`src/rtl/wtc_pkg.sv`:
```
package wtc_pkg;
   localparam int ADDR_W = 32;
   localparam int WORD_W = 32;
   localparam int LINE_W = 64;
   localparam int OFS_W  = 3;

   typedef enum logic [1:0] {
      ST_IDLE    = 2'd0,
      ST_RD_REQ  = 2'd1,
      ST_RD_WAIT = 2'd2
   } rd_state_e;

   typedef struct packed {
      logic [ADDR_W-1:0] addr;
      logic [WORD_W-1:0] data;
   } wb_entry_t;
endpackage

```
`src/rtl/wtc_nc_window.sv`:
```
module wtc_nc_window
   import wtc_pkg::*;
#(
   parameter bit              EN   = 1'b1,
   parameter logic [ADDR_W-1:0] BASE = 32'hF000_0000,
   parameter logic [ADDR_W-1:0] MASK = 32'hF000_0000
) (
   input  logic [ADDR_W-1:0] addr,
   output logic              is_nc
);
   generate
      if (EN) begin : g_window
         assign is_nc = (((addr ^ BASE) & MASK) == '0);
      end else begin : g_none
         logic unused_addr;
         assign unused_addr = ^addr;
         assign is_nc = 1'b0;
      end
   endgenerate
endmodule

```
`src/rtl/wtc_post_buf.sv`:
```
module wtc_post_buf
   import wtc_pkg::*;
#(
   parameter int DEPTH = 4,
   localparam int PTR_W = (DEPTH > 1) ? $clog2(DEPTH) : 1,
   localparam int CNT_W = $clog2(DEPTH + 1)
) (
   input  logic              clk,
   input  logic              rst_n,
   input  logic              push,
   input  logic [ADDR_W-1:0] push_addr,
   input  logic [WORD_W-1:0] push_data,
   input  logic              pop,
   output logic [ADDR_W-1:0] head_addr,
   output logic [WORD_W-1:0] head_data,
   output logic [CNT_W-1:0]  count,
   output logic              full,
   output logic              empty,
   input  logic [ADDR_W-1:0] q_addr,
   output logic              fwd_word_hit,
   output logic              fwd_line_hit,
   output logic [WORD_W-1:0] fwd_data
);
   generate
      if (DEPTH < 1) begin : g_bad_depth
         initial $fatal(1, "wtc_post_buf: DEPTH must be at least 1");
      end
   endgenerate

   wb_entry_t           slot_q [DEPTH];
   logic [PTR_W-1:0]    rd_ptr_q, wr_ptr_q;
   logic [CNT_W-1:0]    cnt_q;

   function automatic logic [PTR_W-1:0] bump(input logic [PTR_W-1:0] p);
      return (p == PTR_W'(DEPTH - 1)) ? '0 : p + 1'b1;
   endfunction

   always_ff @(posedge clk) begin
      if (!rst_n) begin
         rd_ptr_q <= '0;
         wr_ptr_q <= '0;
         cnt_q    <= '0;
      end else begin
         if (push) wr_ptr_q <= bump(wr_ptr_q);
         if (pop)  rd_ptr_q <= bump(rd_ptr_q);
         cnt_q <= cnt_q + CNT_W'(push) - CNT_W'(pop);
      end
   end

   always_ff @(posedge clk) begin
      if (push) slot_q[wr_ptr_q] <= '{addr: push_addr, data: push_data};
   end

   assign head_addr = slot_q[rd_ptr_q].addr;
   assign head_data = slot_q[rd_ptr_q].data;
   assign count     = cnt_q;
   assign full      = (cnt_q == CNT_W'(DEPTH));
   assign empty     = (cnt_q == '0);

   // Oldest to newest scan: the last match wins, so the newest store answers.
   always_comb begin
      logic [PTR_W:0] s;
      fwd_word_hit = 1'b0;
      fwd_line_hit = 1'b0;
      fwd_data     = '0;
      for (int i = 0; i < DEPTH; i++) begin
         s = {1'b0, rd_ptr_q} + (PTR_W+1)'(i);
         if (s >= (PTR_W+1)'(DEPTH)) s = s - (PTR_W+1)'(DEPTH);
         if (CNT_W'(i) < cnt_q) begin
            if (slot_q[s[PTR_W-1:0]].addr[ADDR_W-1:OFS_W] == q_addr[ADDR_W-1:OFS_W]) begin
               if (slot_q[s[PTR_W-1:0]].addr[OFS_W-1:2] == q_addr[OFS_W-1:2]) begin
                  fwd_word_hit = 1'b1;
                  fwd_data     = slot_q[s[PTR_W-1:0]].data;
               end else begin
                  fwd_line_hit = 1'b1;
               end
            end
         end
      end
   end
endmodule

```
`src/rtl/wtc_tag_store.sv`:
```
module wtc_tag_store
   import wtc_pkg::*;
#(
   parameter int LINES = 16,
   localparam int IDX_W = $clog2(LINES),
   localparam int TAG_W = ADDR_W - OFS_W - IDX_W
) (
   input  logic              clk,
   input  logic              rst_n,
   input  logic [IDX_W-1:0]  lk_idx,
   input  logic [TAG_W-1:0]  lk_tag,
   output logic              lk_hit,
   output logic [LINE_W-1:0] lk_line,
   input  logic              fill_en,
   input  logic [IDX_W-1:0]  fill_idx,
   input  logic [TAG_W-1:0]  fill_tag,
   input  logic [LINE_W-1:0] fill_line,
   input  logic              wr_en,
   input  logic [IDX_W-1:0]  wr_idx,
   input  logic              wr_hi,
   input  logic [WORD_W-1:0] wr_word,
   input  logic              snp_en,
   input  logic [IDX_W-1:0]  snp_idx,
   input  logic [TAG_W-1:0]  snp_tag,
   output logic [LINES-1:0]  valid_vec
);
   logic [LINES-1:0]  valid_q;
   logic [TAG_W-1:0]  tag_q [LINES];
   logic [LINE_W-1:0] dat_q [LINES];

   always_ff @(posedge clk) begin
      if (!rst_n) begin
         valid_q <= '0;
         for (int i = 0; i < LINES; i++) tag_q[i] <= '0;
      end else begin
         for (int i = 0; i < LINES; i++) begin
            if (fill_en && fill_idx == IDX_W'(i)) begin
               // A snoop naming the incoming line cancels the allocation.
               valid_q[i] <= !(snp_en && snp_idx == IDX_W'(i) && snp_tag == fill_tag);
               tag_q[i]   <= fill_tag;
            end else if (snp_en && snp_idx == IDX_W'(i) && valid_q[i] && tag_q[i] == snp_tag) begin
               valid_q[i] <= 1'b0;
            end
         end
      end
   end

   always_ff @(posedge clk) begin
      if (fill_en) begin
         dat_q[fill_idx] <= fill_line;
      end else if (wr_en) begin
         if (wr_hi) dat_q[wr_idx][LINE_W-1:WORD_W] <= wr_word;
         else       dat_q[wr_idx][WORD_W-1:0]      <= wr_word;
      end
   end

   assign lk_hit    = valid_q[lk_idx] && (tag_q[lk_idx] == lk_tag);
   assign lk_line   = dat_q[lk_idx];
   assign valid_vec = valid_q;
endmodule

```
`src/rtl/wt_snoop_cache.sv`:
```
module wt_snoop_cache
   import wtc_pkg::*;
#(
   parameter int                LINES    = 16,
   parameter int                WB_DEPTH = 4,
   parameter bit                NC_EN    = 1'b1,
   parameter logic [ADDR_W-1:0] NC_BASE  = 32'hF000_0000,
   parameter logic [ADDR_W-1:0] NC_MASK  = 32'hF000_0000,
   localparam int IDX_W = $clog2(LINES),
   localparam int TAG_W = ADDR_W - OFS_W - IDX_W,
   localparam int CNT_W = $clog2(WB_DEPTH + 1)
) (
   input  logic              clk,
   input  logic              rst_n,
   input  logic              cpu_req,
   input  logic              cpu_we,
   input  logic [31:0]       cpu_addr,
   input  logic [31:0]       cpu_wdata,
   output logic              cpu_ready,
   output logic [31:0]       cpu_rdata,
   output logic              bus_req,
   output logic              bus_we,
   output logic [31:0]       bus_addr,
   output logic [31:0]       bus_wdata,
   input  logic              bus_gnt,
   input  logic              bus_rvalid,
   input  logic [63:0]       bus_rdata,
   input  logic              snp_valid,
   input  logic [31:0]       snp_addr
);
   generate
      if (LINES < 2 || (1 << IDX_W) != LINES) begin : g_bad_lines
         initial $fatal(1, "wt_snoop_cache: LINES must be a power of two, at least 2");
      end
      if (WB_DEPTH < 1) begin : g_bad_depth
         initial $fatal(1, "wt_snoop_cache: WB_DEPTH must be at least 1");
      end
   endgenerate

   // ---------------- address split ----------------
   logic [IDX_W-1:0] cpu_idx, snp_idx;
   logic [TAG_W-1:0] cpu_tag, snp_tag;
   logic             word_hi;
   logic             unused_bits;

   assign cpu_idx     = cpu_addr[OFS_W +: IDX_W];
   assign cpu_tag     = cpu_addr[ADDR_W-1 -: TAG_W];
   assign snp_idx     = snp_addr[OFS_W +: IDX_W];
   assign snp_tag     = snp_addr[ADDR_W-1 -: TAG_W];
   assign word_hi     = cpu_addr[2];
   assign unused_bits = ^{cpu_addr[1:0], snp_addr[OFS_W-1:0]};

   // ---------------- sub-blocks ----------------
   logic              is_nc;
   logic              lk_hit;
   logic [LINE_W-1:0] lk_line;
   logic [LINES-1:0]  valid_vec;
   logic              fill_en, wr_hit_en;

   logic              wb_push, wb_pop, wb_full, wb_empty;
   logic [CNT_W-1:0]  wb_count;
   logic [ADDR_W-1:0] wb_head_addr;
   logic [WORD_W-1:0] wb_head_data;
   logic              fwd_word_hit, fwd_line_hit;
   logic [WORD_W-1:0] fwd_data;

   wtc_nc_window #(.EN(NC_EN), .BASE(NC_BASE), .MASK(NC_MASK)) u_ncw (
      .addr  (cpu_addr),
      .is_nc (is_nc)
   );

   wtc_tag_store #(.LINES(LINES)) u_tags (
      .clk       (clk),
      .rst_n     (rst_n),
      .lk_idx    (cpu_idx),
      .lk_tag    (cpu_tag),
      .lk_hit    (lk_hit),
      .lk_line   (lk_line),
      .fill_en   (fill_en),
      .fill_idx  (cpu_idx),
      .fill_tag  (cpu_tag),
      .fill_line (bus_rdata),
      .wr_en     (wr_hit_en),
      .wr_idx    (cpu_idx),
      .wr_hi     (word_hi),
      .wr_word   (cpu_wdata),
      .snp_en    (snp_valid),
      .snp_idx   (snp_idx),
      .snp_tag   (snp_tag),
      .valid_vec (valid_vec)
   );

   wtc_post_buf #(.DEPTH(WB_DEPTH)) u_wbuf (
      .clk          (clk),
      .rst_n        (rst_n),
      .push         (wb_push),
      .push_addr    (cpu_addr),
      .push_data    (cpu_wdata),
      .pop          (wb_pop),
      .head_addr    (wb_head_addr),
      .head_data    (wb_head_data),
      .count        (wb_count),
      .full         (wb_full),
      .empty        (wb_empty),
      .q_addr       (cpu_addr),
      .fwd_word_hit (fwd_word_hit),
      .fwd_line_hit (fwd_line_hit),
      .fwd_data     (fwd_data)
   );

   // ---------------- access control ----------------
   rd_state_e st_q, st_d;
   logic      hit, idle, wr_acc, rd_hit, rd_fwd, rd_miss;

   assign hit     = lk_hit && !is_nc;
   assign idle    = (st_q == ST_IDLE);
   assign wr_acc  = idle && cpu_req && cpu_we && !wb_full;
   assign rd_hit  = idle && cpu_req && !cpu_we && hit;
   assign rd_fwd  = idle && cpu_req && !cpu_we && !hit && fwd_word_hit;
   // A miss is held back while a store to a sibling word is still queued.
   assign rd_miss = idle && cpu_req && !cpu_we && !hit && !fwd_word_hit && !fwd_line_hit;

   always_comb begin
      st_d = st_q;
      unique case (st_q)
         ST_IDLE:    if (rd_miss)    st_d = ST_RD_REQ;
         ST_RD_REQ:  if (bus_gnt)    st_d = ST_RD_WAIT;
         ST_RD_WAIT: if (bus_rvalid) st_d = ST_IDLE;
         default:                    st_d = ST_IDLE;
      endcase
   end

   always_ff @(posedge clk) begin
      if (!rst_n) st_q <= ST_IDLE;
      else        st_q <= st_d;
   end

   assign wb_push   = wr_acc;
   assign wr_hit_en = wr_acc && hit;
   assign fill_en   = (st_q == ST_RD_WAIT) && bus_rvalid && !is_nc;

   // ---------------- processor return ----------------
   always_comb begin
      cpu_ready = 1'b0;
      cpu_rdata = '0;
      if (st_q == ST_RD_WAIT) begin
         cpu_ready = bus_rvalid;
         cpu_rdata = word_hi ? bus_rdata[LINE_W-1:WORD_W] : bus_rdata[WORD_W-1:0];
      end else if (idle) begin
         cpu_ready = wr_acc || rd_hit || rd_fwd;
         if (rd_fwd)      cpu_rdata = fwd_data;
         else if (rd_hit) cpu_rdata = word_hi ? lk_line[LINE_W-1:WORD_W] : lk_line[WORD_W-1:0];
      end
   end

   // ---------------- bus side ----------------
   always_comb begin
      bus_req   = 1'b0;
      bus_we    = 1'b1;
      bus_addr  = {wb_head_addr[ADDR_W-1:2], 2'b00};
      bus_wdata = wb_head_data;
      unique case (st_q)
         ST_IDLE:   bus_req = !wb_empty;
         ST_RD_REQ: begin
            bus_req  = 1'b1;
            bus_we   = 1'b0;
            bus_addr = {cpu_addr[ADDR_W-1:OFS_W], {OFS_W{1'b0}}};
         end
         default:   bus_req = 1'b0;
      endcase
   end

   assign wb_pop = idle && !wb_empty && bus_gnt;
endmodule

```
`config.mk`:
```
export PLATFORM = sky130hd
export DESIGN_NAME = wt_snoop_cache
export DESIGN_NICKNAME = d
export VERILOG_FILES = /design/src/rtl/wtc_pkg.sv /design/src/rtl/wtc_nc_window.sv /design/src/rtl/wtc_post_buf.sv /design/src/rtl/wtc_tag_store.sv /design/src/rtl/wt_snoop_cache.sv
export SDC_FILE = /design/constraint.sdc
export NUM_CORES = 2
export LEC_CHECK = 0
export CAP_MARGIN = 20
export CORE_ASPECT_RATIO = 0.75
export CORE_UTILIZATION = 50
export DETAILED_ROUTE_END_ITERATION = 16
export MAX_ROUTING_LAYER = met4
export PLACE_DENSITY_LB_ADDON = 0.08
export SLEW_MARGIN = 40
export SYNTH_ARGS = -nofsm -noshare
export SYNTH_HDL_FRONTEND = slang
export SYNTH_SLANG_ARGS = --single-unit
```
`constraint.sdc`:
```
create_clock -name clk -period 18.9 [get_ports clk]
set_input_delay 5.67 -clock clk [delete_from_list [all_inputs] [get_ports clk]]
set_output_delay 5.67 -clock clk [all_outputs]
set_load 0.02 [all_outputs]
```
==> impl_metrics.py <==
metrics = {
    "run_status": {
        "status": "completed",
    },
    "sta": {
        "clock_skew_ns": 0.04491,
        "period_minus_slack_ns": 17.02,
        "final.period_utilization_pct": 90.06,
        "tightest_slew_ns": 0.9677,
        "rsz0062_at_grt": "false",
        "finalHoldViolations": 0,
        "fmax_ghz": 0.05875,
        "setup_tns_ns": 0,
        "maxSlewViolCount": 0,
        "setup_violations": 0,
        "max_slew_margin_pct": 34.89,
    },
    "setup_path": {
        "cp.depth": 13,
        "startpoint_type": "input pin",
        "critical_path.top_delay_family": "buffers and inverters",
        "r2r-start": "u_tags.tag_q[3][17]",
        "setup.worst_path.start": "cpu_addr[4]",
        "cp_common_cell": "buf_4",
        "required_ns": 13.23,
        "critPathBufInv": 4,
        "worstPathArrival_ns": 11.35,
        "critPathKind": "input pin to output port",
        "crit_end": "cpu_rdata[9]",
        "reg2reg_to": "u_tags.dat_q[10][39]",
        "crit_path_max_incr_delay_ns": 0.77,
        "cp_slowest_cell": "nor4_1",
        "crit_path_end_kind": "output port",
        "rrSetupSlack_ns": 13.06,
        "worstPathMaxFanout": 60,
        "cp_cell_sequence": "buf_8 > buf_4 > mux4_2 > mux2i_1 > xnor2_1 > nor4_1 > a31oi_1 > or3_1 > nor3_1 > a211o_2 > buf_4 > o21ai_0 > clkdlybuf4s50_1",
        "worstRegToRegCells": 11,
    },
    "pwr": {
        "powerDensity_nw_per_um2": 98.53,
        "irDropWorstVdd_uv": 95.73,
        "finalPower_mw": 9.019,
        "leakage_nw": 29.36,
    },
    "clocking": {
        "ctsResizeCount": 0,
        "htreeDepth": 4,
        "tritoncts": "yes",
        "ctsHoldBuffers": 0,
        "clock_path_buffers": 3,
        "insertion_delay_ns": 0.83,
        "clk_pin_slew_ns": 0.06,
        "post-cts-setup-buffers": 0,
        "cts_buffers": 171,
        "cts.root.buffer_cell": "clkbuf_16",
        "numClockSinks": 1699,
    },
    "yosys": {
        "synthTopCellsByArea": "edfxtp_1 (62%), mux4_2 (17%), xor2_1 (3.6%)",
        "avgSynthCellArea_um2": 16.86,
        "yosysMostFrequentCell": "edfxtp_1",
        "ys_types": 84,
        "synthTopCellsByCount": "edfxtp_1 (1,672), mux4_2 (614), nor2_1 (352)",
        "synth_seq_cells": 1699,
        "synth_ff_type": "edfxtp_1",
        "syn_inst": 4785,
        "yosysTopAreaCellShare_pct": 62.22,
        "yosys_warnings": 0,
        "synth-edff-count": 1672,
        "synth_top_cell_by_area": "edfxtp_1",
        "async_flop_share_pct": 0,
        "ys_seq_area_share_pct": 62.89,
        "syn_area_um2": 80690,
    },
    "floorplanning": {
        "rows": 127,
        "start_util_pct": 50.43,
        "die_area_um2": 163000,
        "die_h_um": 349.9,
        "core-area_um2": 160000,
        "io_pins": 266,
        "die_x_um": 465.9,
    },
    "global_route": {
        "grt_pass1_vias": 45850,
        "grt_max_degree": 108,
        "overflow": 0,
        "grt_pass1_wl_um": 373500,
        "grt_usage_pct": 34.34,
        "antenna_found_initial": 20,
    },
    "cells_and_area": {
        "multi_input_area_um2": 28500,
        "num-fill-cells": 12228,
        "drive_gt1_share_pct": 25.12,
        "area_delta_synth_final_pct": 13.44,
        "regArea_um2": 50760,
        "nets": 5196,
    },
    "hold_path": {
        "worst_hold_path_type": "flip-flop to flip-flop",
    },
    "drt": {
        "drt_iter0_markers": 7512,
        "wl_per_cell_um": 37.23,
        "num_vias": 48769,
        "via_per_inst": 6.680,
        "ant_nets": 0,
        "routed_wl_um": 271800,
        "drc": 0,
        "firstDrtPassIters": 6,
    },
    "run": {
        "maxCapViolCount": 0,
    },
    "place": {
        "port_buffers": 258,
        "hpwlAfterDp_um": 176900,
        "gp_congestion": 1.017,
    },
}
[how the worst min path moves through the flow]
stage | startpoint | end | slack (ns) | cells after the start
6_report | u_tags.valid_vec[3] | u_tags.valid_vec[3] | 0.49 | 2
2_1_floorplan | u_tags.valid_vec[1] | u_tags.valid_vec[1] | 0.44 | 2
3_3_place_gp | u_tags.valid_vec[3] | u_tags.valid_vec[3] | 0.45 | 2
5_1_grt | u_tags.valid_vec[3] | u_tags.valid_vec[3] | 0.49 | 2
3_5_place_dp | u_tags.valid_vec[1] | u_tags.valid_vec[1] | 0.47 | 2
4_1_cts | u_tags.valid_vec[1] | u_tags.valid_vec[1] | 0.48 | 2
[cell usage in the layout, fill, tap and decap left out, drive strengths merged, types with 68 or more instances in the layout]
master / netlist / final
buf: 137 / 179
clkbuf: 230 / 209
clkdlybuf4s50: 0 / 248
clkinv: 3 / 88
edfxtp: 1672 / 1672
mux2: 111 / 111
mux2i: 163 / 163
mux4: 614 / 614
nand2: 185 / 185
nand4: 68 / 68
nor2: 352 / 352
nor4: 100 / 100
xnor2: 231 / 231
xor2: 336 / 336
[area by class of cell]
class,instances,share of cell area [%]
Timing Repair Buffer,427,4.359
Clock inverter,101,0.9432
Antenna cell,17,0.04647
Inverter,53,0.2228
Sequential cell,1699,55.46
Multi-Input combinational cell,2667,31.14
Tap cell,2128,2.909
Clock buffer,209,4.922
[worst reg2reg max path: cells and delay by family, from the launching register on]
family	cells	cell delay, ns
AOI/OAI and AO/OA	1	0.18
xor gates and xnor gates	1	0.10
buffers and inverters	2	0.89
DFF	1	0.46
muxes	2	0.83
and+or+nand+nor	5	2.92
[power by group]
| part | switching (mW) | internal, mW |
|---|---|---|
| combinational | 0.807 | 0.605 |
| sequential | 0.0758 | 4.21 |
| clock | 1.48 | 1.85 |
[cells by family after synthesis]
group	count (synthesis)	share of synthesized area, %
compound gates	259	2.182
xor+xnor	567	6.164
fa+ha+maj	10	0.1644
buf+inv	420	2.297
flops	1699	62.89
mux	888	20.71
other cells	1	0.004647
simple gates	941	5.585
[stage by stage]
step           setup slack, ns  instance area (um2)  hold slack (ns)  cells  utilization [%]
3_5_place_dp             2.027                85990           0.4693   6971            53.74
2_1_floorplan            4.124                80690           0.4405   4786                -
6_report                 1.879                91540           0.4928   7301            57.20
5_1_grt                  1.876                91520           0.4942   7294            57.19
4_1_cts                  2.019                91360           0.4770   7281            57.10
3_3_place_gp             1.609                85840           0.4517   6965            53.64
[routing by layer]
layer	routed length [um]	up-vias	GRT usage [%]
met2	112900	2947	45.04
li1	-	19455	-
met5	0	-	-
met1	116200	26010	51.31
met3	35350	357	10.89
met4	7299	0	8.924
[flip-flops by register name, indices dropped and copies added, names as in the netlist, named ones only]
name	flops
u_wbuf.wr_ptr_q	2
u_tags.valid_vec	16
u_tags.tag_q	400
u_wbuf.count	3
u_wbuf.slot_q	248
u_wbuf.rd_ptr_q	2
st_q	2
u_tags.dat_q	1024
Power figures use the tool's default switching activity.
